`src/rtl/ifx_seq_pkg.sv`:
```
package ifx_seq_pkg;
   localparam int NUM_SLOTS = 4;
   localparam int NUM_PORTS = 3;

   typedef enum logic [1:0] {
      XK_RD_FAST = 2'd0,
      XK_RD_SLOW = 2'd1,
      XK_WR      = 2'd2
   } xfer_kind_e;

   // fixed main-cycle pattern: fast read twice, slow read and write once
   function automatic xfer_kind_e kind_of_slot(input logic [1:0] s);
      case (s)
         2'd1:    return XK_RD_SLOW;
         2'd3:    return XK_WR;
         default: return XK_RD_FAST;
      endcase
   endfunction
endpackage

```
`src/rtl/ifx_slot_timer.sv`:
```
module ifx_slot_timer #(
   parameter int SLOT_CYC = 16,
   localparam int CYC_W = (SLOT_CYC > 2) ? $clog2(SLOT_CYC) : 1
) (
   input  logic             clk,
   input  logic             rst_n,
   input  logic             start,
   output logic             running,
   output logic [CYC_W-1:0] cyc,
   output logic [1:0]       slot,
   output logic             last_cyc
);
   assign last_cyc = running && (cyc == CYC_W'(SLOT_CYC - 1));

   always_ff @(posedge clk or negedge rst_n) begin
      if (!rst_n) begin
         running <= 1'b0;
         cyc     <= '0;
         slot    <= '0;
      end else if (start) begin
         running <= 1'b1;
         cyc     <= '0;
         slot    <= '0;
      end else if (running) begin
         if (last_cyc) begin
            cyc  <= '0;
            slot <= slot + 2'd1;
         end else begin
            cyc <= cyc + CYC_W'(1);
         end
      end
   end


   restart_align_chk: assert property (@(posedge clk) disable iff (!rst_n)
      start |=> (running && cyc == '0 && slot == 2'd0));


   slot_step_chk: assert property (@(posedge clk) disable iff (!rst_n)
      (last_cyc && !start) |=> (slot == $past(slot) + 2'd1 && cyc == '0));
endmodule

```
`src/rtl/ifx_grp_counters.sv`:
```
module ifx_grp_counters #(
   parameter int GRP_W = 6,
   parameter int PORTS = 3
) (
   input  logic                       clk,
   input  logic                       rst_n,
   input  logic                       clr,
   input  logic [PORTS-1:0]           inc,
   output logic [PORTS-1:0][GRP_W-1:0] grp
);
   for (genvar p = 0; p < PORTS; p++) begin : g_port
      always_ff @(posedge clk or negedge rst_n) begin
         if (!rst_n)      grp[p] <= '0;
         else if (clr)    grp[p] <= '0;
         else if (inc[p]) grp[p] <= grp[p] + GRP_W'(1);
      end


      grp_hold_chk: assert property (@(posedge clk) disable iff (!rst_n)
         (!clr && !inc[p]) |=> $stable(grp[p]));


      grp_wrap_chk: assert property (@(posedge clk) disable iff (!rst_n)
         (!clr && inc[p] && grp[p] == {GRP_W{1'b1}}) |=> (grp[p] == '0));
   end
endmodule

```
`src/rtl/ifx_addr_serializer.sv`:
```
module ifx_addr_serializer #(
   parameter int GRP_W     = 6,
   parameter int CYC_W     = 4,
   parameter bit MSB_FIRST = 1'b1
) (
   input  logic             running,
   input  logic [CYC_W-1:0] cyc,
   input  logic [GRP_W-1:0] grp_sel,
   output logic             sa_bit,
   output logic             sa_stb
);
   logic [CYC_W-1:0] pos;

   if (MSB_FIRST) begin : g_msb
      assign pos = CYC_W'(GRP_W - 1) - cyc;
   end else begin : g_lsb
      assign pos = cyc;
   end

   assign sa_stb = running && (cyc < CYC_W'(GRP_W));

   always_comb begin
      sa_bit = 1'b0;
      for (int i = 0; i < GRP_W; i++) begin
         if (sa_stb && pos == CYC_W'(i)) sa_bit = grp_sel[i];
      end
   end
endmodule

```
`src/rtl/ifx_transfer_seq.sv`:
```
module ifx_transfer_seq
   import ifx_seq_pkg::*;
#(
   parameter int GRP_W     = 6,
   parameter int SLOT_CYC  = 16,
   parameter bit MSB_FIRST = 1'b1
) (
   input  logic       clk,
   input  logic       rst_n,
   input  logic       start,
   output logic       addr_bit,
   output logic       addr_stb,
   output logic       xfer_stb,
   output logic [1:0] xfer_kind,
   output logic [1:0] slot_idx
);
   localparam int CYC_W = (SLOT_CYC > 2) ? $clog2(SLOT_CYC) : 1;


   if (GRP_W < 1 || GRP_W + 1 > SLOT_CYC) begin : g_shift_fit_chk
      $error("address shift of %0d bits does not fit a slot of %0d cycles", GRP_W, SLOT_CYC);
   end

   logic                             running;
   logic [CYC_W-1:0]                 cyc;
   logic [1:0]                       slot;
   logic                             last_cyc;
   xfer_kind_e                       kind;
   logic [NUM_PORTS-1:0]             inc;
   logic [NUM_PORTS-1:0][GRP_W-1:0]  grp;
   logic [GRP_W-1:0]                 grp_sel;

   ifx_slot_timer #(.SLOT_CYC(SLOT_CYC)) timer_i (
      .clk(clk), .rst_n(rst_n), .start(start),
      .running(running), .cyc(cyc), .slot(slot), .last_cyc(last_cyc)
   );

   assign kind      = kind_of_slot(slot);
   assign xfer_kind = kind;
   assign slot_idx  = slot;
   assign xfer_stb  = last_cyc;

   always_comb begin
      inc = '0;
      if (last_cyc) inc[kind] = 1'b1;
      grp_sel = grp[kind];
   end

   ifx_grp_counters #(.GRP_W(GRP_W), .PORTS(NUM_PORTS)) cnt_i (
      .clk(clk), .rst_n(rst_n), .clr(start), .inc(inc), .grp(grp)
   );

   ifx_addr_serializer #(.GRP_W(GRP_W), .CYC_W(CYC_W), .MSB_FIRST(MSB_FIRST)) ser_i (
      .running(running), .cyc(cyc), .grp_sel(grp_sel),
      .sa_bit(addr_bit), .sa_stb(addr_stb)
   );


   idle_quiet_chk: assert property (@(posedge clk) disable iff (!rst_n)
      !running |-> (!addr_stb && !xfer_stb));


   xfer_single_chk: assert property (@(posedge clk) disable iff (!rst_n)
      (xfer_stb && !start) |=> !xfer_stb);


   phase_excl_chk: assert property (@(posedge clk) disable iff (!rst_n)
      !(addr_stb && xfer_stb));


   shift_lead_chk: assert property (@(posedge clk) disable iff (!rst_n)
      (xfer_stb && !start) |=> addr_stb);
endmodule

```
`config.mk`:
```
export PLATFORM = sky130hd
export DESIGN_NAME = ifx_transfer_seq
export DESIGN_NICKNAME = d
export VERILOG_FILES = /design/src/rtl/ifx_seq_pkg.sv /design/src/rtl/ifx_slot_timer.sv /design/src/rtl/ifx_grp_counters.sv /design/src/rtl/ifx_addr_serializer.sv /design/src/rtl/ifx_transfer_seq.sv
export SDC_FILE = /design/constraint.sdc
export NUM_CORES = 1
export LEC_CHECK = 0
export BUFFER_PORTS_ARGS = -buffer_cell sky130_fd_sc_hd__buf_4
export CAP_MARGIN = 25
export CORE_UTILIZATION = 60
export DETAILED_ROUTE_END_ITERATION = 6
export HOLD_SLACK_MARGIN = 0.1
export PLACE_DENSITY = 0.79
export SYNTH_ARGS = -nofsm -noshare
export SYNTH_HDL_FRONTEND = slang
export SYNTH_SLANG_ARGS = --single-unit
```
`constraint.sdc`:
```
create_clock -name clk -period 4.5 [get_ports clk]
set_input_delay 0.9 -clock clk [delete_from_list [all_inputs] [get_ports clk]]
set_output_delay 0.9 -clock clk [all_outputs]
set_load 0.005 [all_outputs]
```
==> impl_results.md <==
- Status: finished clean
- Leakage dissipation: 0.741 nW
- Worst slew slack as a fraction of its limit: 0.632
- Mapped Nets: 165
- DRC violation total after the first TritonRoute iteration: 19
- Insertion delay of the later-clocked pin in the worst-skew pair: 320 ps
- First-pass GRT wire length: 4.94 mm
- Initial Utilization: 0.659
- Resized cells post-CTS: 0
- Total I/O pin count: 10
- Vertical die dimension: 52.2 µm
- Number of violations of the max-capacitance limit: 0
- Fraction of layout cells with a size suffix above 1: 0.116
- Area share of the largest cell type after synthesis: 0.413
- Relative contribution of combinational cells to total power: 0.112
- Mean instance size in the synthesized netlist: 10.1 µm²
- Clock transition at the register clock pins on the worst setup and hold paths after CTS: 140 ps
- Launching element type of the critical path: flip-flop
- Fraction of power consumed by sequential logic: 0.615
- Routed vias/inst: 5.91
- Required time of the critical path: 3600 ps
- Maximum clock rate: 0.301 GHz
- Count of endpoints failing setup in the final report: 0
- TritonCTS buffer count: 3
- Number of buffers on the longest clock path: 2
- Die W: 52.2 µm
- Root Buffer: clkbuf_4
- Setup repair after global routing missed its margin: false
- Number of register bits inferred by synthesis: 25
- Post-synth top cells: 25 x dfrtp_1, 25 x nor2_1, 14 x xor2_1
- Net Sw Frac: 0.255
- Kind of end point of the critical path: output pin
- Share of power burned in the clock network: 0.273
- Worst hold path type: in2async
- Power Total: 0.376 mW
- Clock Skews: 1.00 ps
- Number of remaining DRC errors: 0
- Biggest area consumer among synthesized cells: dfrtp_1
- Fraction of the core area covered by cells at the end of the flow: 0.693
- Grt ovf: 0
- Post-synthesis async set-or-reset flop share: 1.00
- Area enclosed by the die boundary: 0.00273 mm²
- Number of diodes added for antenna fixing: 0
- RD Place Congestion: 0.881
- CTS HTree Levels: 1
- Main flop type after synthesis: dfrtp_1
- Power per Cell Area: 236 mW/mm²
- Number of different library cells in the post-synthesis netlist: 37
- Vias in the first global route: 1139
- Transition at the pin with the smallest max-transition slack: 552 ps
- Data arrival time of the worst path: 2420 ps
- Area inside the core boundary: 0.00230 mm²
- Setup CP Type: reg2out
- Count of buffers from port buffering: 9
- Area contributors post-synth: dfrtp_1 41%, ha_1 9.9%, xor2_1 8.1%
- Pre-Repair DR Iteration Count: 4
- Maximum ir drop on the vdd rail: 198 µV
- Sequential area share after synthesis: 0.413
- Post-synth EDFFs: 0
- CTS tree: yes
- Maximum fanout along the worst path: 15
- Post-CTS setup buffers: 0
- Number of nets with antenna violations after routing: 0
- Standard cell with the maximum stage delay on the critical path: ha_1
- Antenna violations before repair: 0
- Switching component of the power: 0.0959 mW
- Vias after detailed routing: 1081
- Clock sink count: 25
- Number of core rows: 17
- Final worst path period need: 3320 ps
- Number of cells produced by synthesis: 150
- Final Cycle Share: 0.738
- GR Util All Layers: 0.247
- Reg-to-reg critical path endpoint: cnt_i.grp[10]
- Estimated wirelength of the detail-placed design: 2.00 mm
- Hold_buf cts: 0
- Mapped cell area: 0.00151 mm²
- Synth warn: 0
- R2R Setup Slk: 2550 ps
- Worst reg2reg path depth: 7
- Area growth, synth to finish: 5.21%
- Reg2reg start: timer_i.cyc[1]
- Routed wire length: 2.85 mm
- Nets: 171
- Internal cell power: 0.280 mW
- Hold violation count in the final report: 0
- Post-Route Setup TNS: 0 ps
- Routed length per placed instance: 15.6 µm
- Number of max-slew violations in the final report: 0
- Cells traversed along the worst timing path: ha_1, mux2i_1, nor3b_1, o31a_1, a211oi_1, a21oi_1, buf_4
- Maximum number of pins on one net before global-route repair: 26
- Critical path's largest stage delay: 540 ps
## registers in the layout, indices dropped and copies added, names as in the netlist
register	flops
timer_i.slot	2
timer_i.running	1
timer_i.cyc	4
cnt_i.grp	18
## cell type report
class / count / area [µm²]
well taps: 28 / 35.0
clock buffers: 4 / 26.3
fillers: 166 / 704
flip-flops and latches: 25 / 626
repair buffers: 9 / 67.6
inverters: 5 / 20.0
multi-input cells: 112 / 818
## power groups by stage
stage	Sequential, mW	Clock, mW	Combinational, mW
detailed placement	0.235	0	0.0423
floorplan	0.234	0	0.0276
finish	0.231	0.103	0.0420
global route	0.232	0.114	0.0475
CTS	0.231	0.105	0.0426
global placement	0.235	0	0.0412
## cell usage in the layout (no fill, tap or decap), types with 4 or more instances in the layout
cell and n:
buf_4 9, dfrtp_1 25, ha_1 12, inv_1 4
mux2i_1 8, nand2_1 6, nand4_1 5, nor2_1 25
xnor2_1 6, xor2_1 14
## worst max path at each step
| stage | from | end | cells past startpoint | slack (ps) |
|---|---|---|---|---|
| after floorplan | timer_i.slot[0] | addr_bit | 7 | 2000 |
| after global placement | timer_i.slot[0] | addr_bit | 7 | 1640 |
| after detailed placement | timer_i.slot[0] | addr_bit | 7 | 1570 |
| after CTS | timer_i.slot[0] | addr_bit | 7 | 1170 |
| after global routing | timer_i.slot[0] | addr_bit | 7 | 950 |
| final | timer_i.slot[0] | addr_bit | 7 | 1180 |
## worst max-delay path, delay by kind of cell, from the launching register on
kind	cells	cell delay, ps
flip-flops	1	460
multiplexers	1	250
adder cells (fa/ha/maj)	1	540
AO/OA/AOI/OAI	3	630
AND/OR/NAND/NOR	1	70
buffers and inverters	1	160
## kinds of logic (layout without fill, tap and decap cells)
| family | count (synthesis) | in the layout | share of synthesized area |
|---|---|---|---|
| flops | 25 | 25 | 0.413 |
| mux | 9 | 9 | 0.0603 |
| buf+inv | 13 | 18 | 0.0463 |
| compound gates | 14 | 14 | 0.0661 |
| simple gates | 57 | 57 | 0.199 |
| fa+ha+maj | 12 | 12 | 0.0992 |
| xor+xnor | 20 | 20 | 0.116 |
## per-stage QoR
stage                     worst slack, ps  instances  hold slack, ps  cell area, µm²
after floorplan                      2000        150             504            1510
after global placement               1640        179             532            1570
after detailed placement             1570        179             536            1570
after CTS                            1170        183             460            1590
after global routing                  950        183             465            1590
final                                1180        183             456            1590
## metal layers
layer | track usage | routed length, µm | part of all wire | up-vias
met4 | 0.114 | 79 | 0.028 | 0
li1 | - | - | - | 521
met5 | 0 | 0 | 0 | -
met1 | 0.322 | 1360 | 0.48 | 524
met2 | 0.406 | 1330 | 0.47 | 26
met3 | 0.0319 | 84 | 0.029 | 10
(Power assumes the default switching activity.)
